<file path="config.mk">
export PLATFORM = sky130hd
export DESIGN_NAME = port_fault_timer
export DESIGN_NICKNAME = d
export VERILOG_FILES = /design/src/rtl/port_fault_pkg.sv /design/src/rtl/cut_budget_timer.sv /design/src/rtl/limit_budget_timer.sv /design/src/rtl/ilim_code_select.sv /design/src/rtl/port_fault_timer.sv
export SDC_FILE = /design/constraint.sdc
export NUM_CORES = 1
export LEC_CHECK = 0
export ABC_AREA = 1
export CAP_MARGIN = 20
export CORE_ASPECT_RATIO = 1.75
export CORE_MARGIN = 1.5
export CORE_UTILIZATION = 35
export DETAILED_ROUTE_END_ITERATION = 6
export GPL_TIMING_DRIVEN = 0
export PLACE_DENSITY = 0.62
export SLEW_MARGIN = 20
export SYNTH_ARGS = -nofsm -noshare
export SYNTH_HDL_FRONTEND = slang
export SYNTH_SLANG_ARGS = --single-unit
</file>
<file path="constraint.sdc">
create_clock -name clk -period 3.4 [get_ports clk]
set_clock_uncertainty 0.15 [all_clocks]
set_input_delay 0.85 -clock clk [delete_from_list [all_inputs] [get_ports clk]]
set_output_delay 0.85 -clock clk [all_outputs]
set_load 0.05 [all_outputs]
</file>
<file path="src/rtl/port_fault_pkg.sv">
package port_fault_pkg;
  // prescaler width that sets the 1/16 decay ratio of the cut timer
  localparam int unsigned DECAY_W = 4;
endpackage

</file>
<file path="src/rtl/cut_budget_timer.sv">
module cut_budget_timer
  import port_fault_pkg::*;
#(
  parameter int unsigned CUT_TRIP = 600
) (
  input  logic clk,
  input  logic rst,
  input  logic run,
  input  logic hold,
  input  logic tick,
  input  logic charge,
  output logic trip
);
  localparam int unsigned CW = $clog2(CUT_TRIP + 1);
  localparam logic [CW-1:0] TRIP_M1 = CW'(CUT_TRIP - 1);
  localparam logic [CW-1:0] TRIP_V  = CW'(CUT_TRIP);

  logic [CW-1:0]      level;
  logic [DECAY_W-1:0] decay;

  always_ff @(posedge clk) begin
    if (rst || !run) begin
      level <= '0;
      decay <= '0;
    end else if (tick && !hold) begin
      if (charge) begin
        decay <= '0;
        if (level != TRIP_V) level <= level + 1'b1;
      end else if (level != '0) begin
        decay <= decay + 1'b1;
        if (decay == '1) level <= level - 1'b1;
      end
    end
  end

  assign trip = run && !hold && tick && charge && (level == TRIP_M1);

  // the level never runs past the trip point
  a_r1_level_bounded: assert property (@(posedge clk) disable iff (rst)
    level <= TRIP_V);
  // a draining tick before the 16th leaves the level unchanged
  a_r2_slow_drain: assert property (@(posedge clk) disable iff (rst)
    (run && !hold && tick && !charge && decay != '1) |=> level == $past(level));
  // port off empties the integrator
  a_r9_off_clears: assert property (@(posedge clk) disable iff (rst)
    !run |=> (level == '0 && decay == '0));
endmodule

</file>
<file path="src/rtl/limit_budget_timer.sv">
module limit_budget_timer #(
  parameter int unsigned LIM_UNIT = 17,
  parameter int unsigned LT_W     = 4
) (
  input  logic            clk,
  input  logic            rst,
  input  logic            run,
  input  logic            hold,
  input  logic            tick,
  input  logic            flag,
  input  logic [LT_W-1:0] mult,
  output logic            trip
);
  localparam int unsigned MAXV = LIM_UNIT * ((1 << LT_W) - 1);
  localparam int unsigned LW   = $clog2(MAXV + 1);

  logic [LW-1:0] span;
  logic [LW-1:0] limit;
  logic          armed;

  assign armed = (mult != '0);
  assign limit = LW'(mult) * LW'(LIM_UNIT);

  always_ff @(posedge clk) begin
    if (rst || !run || !flag || !armed) begin
      span <= '0;
    end else if (tick && !hold && span != limit) begin
      span <= span + 1'b1;
    end
  end

  assign trip = run && !hold && tick && flag && armed && (span == limit - 1'b1);

  // dropping the limit flag restarts the span
  a_r8_flag_drop_restart: assert property (@(posedge clk) disable iff (rst)
    !flag |=> span == '0);
  // a zero multiplier keeps this timer idle
  a_r5_zero_mult_idle: assert property (@(posedge clk) disable iff (rst)
    !armed |=> span == '0);
endmodule

</file>
<file path="src/rtl/ilim_code_select.sv">
module ilim_code_select #(
  parameter int unsigned     IL_W        = 8,
  parameter logic [IL_W-1:0] INRUSH_CODE = 8'h80
) (
  input  logic            clk,
  input  logic            rst,
  input  logic            port_on,
  input  logic            inrush_done,
  input  logic [IL_W-1:0] prog,
  output logic [IL_W-1:0] code
);
  logic settled;

  always_ff @(posedge clk) begin
    if (rst) begin
      settled <= 1'b0;
      code    <= INRUSH_CODE;
    end else begin
      if (!port_on)         settled <= 1'b0;
      else if (inrush_done) settled <= 1'b1;
      code <= (port_on && (settled || inrush_done)) ? prog : INRUSH_CODE;
    end
  end

  // a sampled port-off restores the inrush code
  a_r7_off_inrush: assert property (@(posedge clk) disable iff (rst)
    !port_on |=> code == INRUSH_CODE);
  // before inrush completes, the code is the inrush code
  a_r6_inrush_hold: assert property (@(posedge clk) disable iff (rst)
    (port_on && !settled && !inrush_done) |=> code == INRUSH_CODE);
endmodule

</file>
<file path="src/rtl/port_fault_timer.sv">
module port_fault_timer #(
  parameter int unsigned     CUT_TRIP    = 600,
  parameter int unsigned     LIM_UNIT    = 17,
  parameter int unsigned     LT_W        = 4,
  parameter int unsigned     IL_W        = 8,
  parameter logic [IL_W-1:0] INRUSH_CODE = 8'h80
) (
  input  logic            clk,
  input  logic            rst,
  input  logic            tick,
  input  logic            port_on,
  input  logic            cut_flag,
  input  logic            lim_flag,
  input  logic [LT_W-1:0] lim_time,
  input  logic [IL_W-1:0] ilim_prog,
  input  logic            inrush_done,
  input  logic            fault_clr,
  output logic            port_off_req,
  output logic            cut_fault,
  output logic            lim_fault,
  output logic [IL_W-1:0] ilim_code
);
  logic charge_cut;
  logic cut_trip;
  logic lim_trip;

  // a zero multiplier routes limit events into the cut budget
  assign charge_cut = cut_flag || (lim_flag && (lim_time == '0));

  cut_budget_timer #(.CUT_TRIP(CUT_TRIP)) u_cut (
    .clk(clk), .rst(rst), .run(port_on), .hold(port_off_req),
    .tick(tick), .charge(charge_cut), .trip(cut_trip)
  );

  limit_budget_timer #(.LIM_UNIT(LIM_UNIT), .LT_W(LT_W)) u_lim (
    .clk(clk), .rst(rst), .run(port_on), .hold(port_off_req),
    .tick(tick), .flag(lim_flag), .mult(lim_time), .trip(lim_trip)
  );

  ilim_code_select #(.IL_W(IL_W), .INRUSH_CODE(INRUSH_CODE)) u_ilim (
    .clk(clk), .rst(rst), .port_on(port_on), .inrush_done(inrush_done),
    .prog(ilim_prog), .code(ilim_code)
  );

  always_ff @(posedge clk) begin
    if (rst || !port_on) port_off_req <= 1'b0;
    else if (cut_trip || lim_trip) port_off_req <= 1'b1;
  end

  always_ff @(posedge clk) begin
    if (rst) begin
      cut_fault <= 1'b0;
      lim_fault <= 1'b0;
    end else begin
      cut_fault <= cut_trip || (cut_fault && !fault_clr);
      lim_fault <= lim_trip || (lim_fault && !fault_clr);
    end
  end

  // fault bits are sticky without a clear
  a_r10_sticky_cut: assert property (@(posedge clk) disable iff (rst)
    (cut_fault && !fault_clr) |=> cut_fault);
  a_r10_sticky_lim: assert property (@(posedge clk) disable iff (rst)
    (lim_fault && !fault_clr) |=> lim_fault);
  // the off request holds while the port stays on
  a_r12_off_holds: assert property (@(posedge clk) disable iff (rst)
    (port_off_req && port_on) |=> port_off_req);
  // a limit fault can only rise with a nonzero multiplier
  a_r4_lim_needs_mult: assert property (@(posedge clk) disable iff (rst)
    $rose(lim_fault) |-> $past(lim_time) != '0);
endmodule

</file>
==> results.json <==
{
  "status": "completed",
  "synth_nets": 349,
  "layout_worst_path_cycle_share_pct": 93.4,
  "area_delta_synth_final_pct": 23.8,
  "ant_nets": 0,
  "layout_setup_ws_ns": 0.226,
  "synth_flop_cell": "dfxtp_1",
  "dp_hpwl_um": 4050,
  "min_period_ns": 3.17,
  "dieArea_um2": 6750,
  "post_cts_resized": 0,
  "slew_headroom_pct": 61.2,
  "synth_area_um2": 2190,
  "synth_common_cells": "68 x nand2_1, 46 x nor2_1, 37 x inv_1, 34 x dfxtp_1",
  "slowest_stage": "clkdlybuf4s50_1",
  "firstDrtPassIters": 5,
  "p_leak_nw": 1.20,
  "place_ws_ns": -0.217,
  "synth_edf_count": 0,
  "yosysWarnings": 0,
  "cp-end-kind": "register",
  "peakVddDrop_v": 0.000177,
  "netlist-cell-type-count": 33,
  "drt-total-wl_um": 5030,
  "design.core.area_um2": 5970,
  "syn_area_per_cell_um2": 6.90,
  "maxSlewViolCount": 0,
  "cpLargestDelayFamily": "buffers and inverters",
  "setup_tns_ns": 0,
  "antenna_cells": 0,
  "cp_data_required_time_ns": 3.44,
  "h-tree-depth": 2,
  "grt_pass1_vias": 1914,
  "synth.most_common_cell": "nand2_1",
  "grt_overflow": 0,
  "dieHeight_um": 108,
  "grt_max_degree": 13,
  "synth_area_leader_cell": "dfxtp_1",
  "post_drt_wl_per_cell_um": 11.6,
  "start_util_pct": 36.6,
  "crit_buf_inv": 3,
  "netlist_instances": 317,
  "grt_pass1_wl_um": 8410,
  "drive_above_1_share_pct": 12.1,
  "startpoint_type": "input port",
  "grt_usage_pct": 15.8,
  "tritoncts": "yes",
  "yosys_register_bits": 34,
  "drv_cap": 0,
  "max_freq_ghz": 0.315,
  "clkSlewWorstSetupHoldPaths_ns": 0.07,
  "clock_path_buffers": 2,
  "cts_buffers": 5,
  "seq_area_frac_synth_pct": 31.1,
  "die_w_um": 62.7,
  "post_cts_buffers": 0,
  "critical_path_class": "input port to register",
  "avgViaCountPerCell": 4.67,
  "synth-async-reset-ratio_pct": 0,
  "nets": 386,
  "synth_top_cell_area_share_pct": 31.1,
  "cts-root-buf": "clkbuf_8",
  "antenna_found_initial": 0,
  "finalSetupViolCount": 0,
  "drt-initial-drc-count": 86,
  "synth_area_leaders": "dfxtp_1 31%, nand2_1 12%, nor2_1 7.9%",
  "total_power_mw": 0.985,
  "port_buffers": 30,
  "gp_congestion": 0.838,
  "cp_max_fo": 10,
  "fill_cells": 589,
  "hp-class": "register to register",
  "critPathMostFrequentCell": "nand2_1",
  "crit_arrival_ns": 3.21,
  "fp-row-count": 37,
  "power.density_nw_per_um2": 364,
  "path_cells": "clkdlybuf4s50_1 -> inv_1 -> ha_1 -> nand3_2 -> nand2_4 -> inv_4 -> ha_2 -> a21oi_1 -> nand2_1 -> a21oi_2 -> xor2_1 -> nand2_1 -> nand2_1 -> nor2_1",
  "cts_hold_buf": 0,
  "pin_count": 31,
  "critPathMaxStageDelay_ns": 0.53,
  "insertion_delay_ns": 0.29,
  "clock_sinks": 34,
  "drc": 0,
  "worst_slew_pin_slew_ns": 0.578,
  "final_hold_viol_count": 0,
  "dr_total_vias": 2024,
  "rsz0062_at_grt": "false"
}
==> report_power, final <==
group          leakage [nW]  internal, mW  total [mW]  switching [mW]
registers             0.276         0.409       0.419          0.0101
logic                 0.876        0.0767       0.190           0.114
clock network        0.0504         0.218       0.375           0.157
==> final cells by class <==
class | instances | area [um^2] | share of cell area [%]
Inverter | 44 | 168 | 6.20
Clock buffer | 5 | 68.8 | 2.54
Timing Repair Buffer | 30 | 300 | 11.1
Tap cell | 78 | 97.6 | 3.61
Sequential cell | 34 | 681 | 25.2
Multi-Input combinational cell | 234 | 1310 | 48.5
Clock inverter | 3 | 45.0 | 1.66
Buffer | 5 | 33.8 | 1.25
==> worst paths after layout <==
kind | start | endpoint | slack, ns | cells past startpoint
worst max-delay path | lim_time[0] | u_cut.level[5]$_SDFFE_PP0P_ | 0.23 | 14
worst min register to register | cut_fault$_SDFF_PP0_ | cut_fault$_SDFF_PP0_ | 0.32 | 2
worst min-delay path | cut_fault$_SDFF_PP0_ | cut_fault$_SDFF_PP0_ | 0.32 | 2
worst max register to register | u_cut.level[0]$_SDFFE_PP0P_ | u_cut.level[6]$_SDFFE_PP0P_ | 1.63 | 8
==> layer usage <==
metal  GRT usage (%)  share of wire, %
met1            15.1                37
met2            32.3                58
met3            2.20               1.7
met4            6.98               2.9
met5               0                 0
==> logic make-up (layout without fill, tap and decap cells) <==
group	Yosys count	in the layout	share of synthesized area (%)
and+or+nand+nor	165	165	34.6
buffers and inverters	49	87	9.10
AOI/OAI and AO/OA	39	39	10.4
DFF	34	34	31.1
xor gates and xnor gates	18	18	7.56
adders and majority gates	12	12	7.21
==> worst min-delay path, delay by kind of cell (launching register included) <==
family             cells  cell delay [ns]
AOI/OAI and AO/OA      1             0.06
and+or+nand+nor        1             0.06
DFF                    1             0.32
==> metrics by stage <==
stage	cell area (um^2)	cells	utilization (%)	hold slack [ns]
floorplan	2190	317	-	0.303
global route	2710	433	45.3	0.343
finish	2710	433	45.3	0.324
CTS	2700	433	45.2	0.331
global placement	2580	425	43.3	0.307
detailed placement	2580	425	43.3	0.318
==> cells in the final DEF, fill, tap and decap left out, types with 2 or more instances in the layout <==
master,count
o21bai_1,2
clkbuf_8,5
inv_2,5
o21ai_1,4
buf_2,3
nand2_1,68
nand3b_1,2
xor2_1,15
clkdlybuf4s50_1,30
a21oi_2,6
nor2_1,46
nor3_1,8
ha_1,10
dfxtp_1,34
nand4_1,5
o21ai_0,4
nand2_2,6
a21oi_1,20
nand2_4,4
inv_1,37
clkinvlp_4,2
xnor2_1,2
nand3_1,21
==> registers in the layout (all words and copies together) (netlist names) <==
name	flops
u_ilim.code	8
u_ilim.settled	1
cut_fault	1
u_cut.decay	4
u_lim.span	8
lim_fault	1
port_off_req	1
u_cut.level	10
Power figures use the tool's default switching activity.
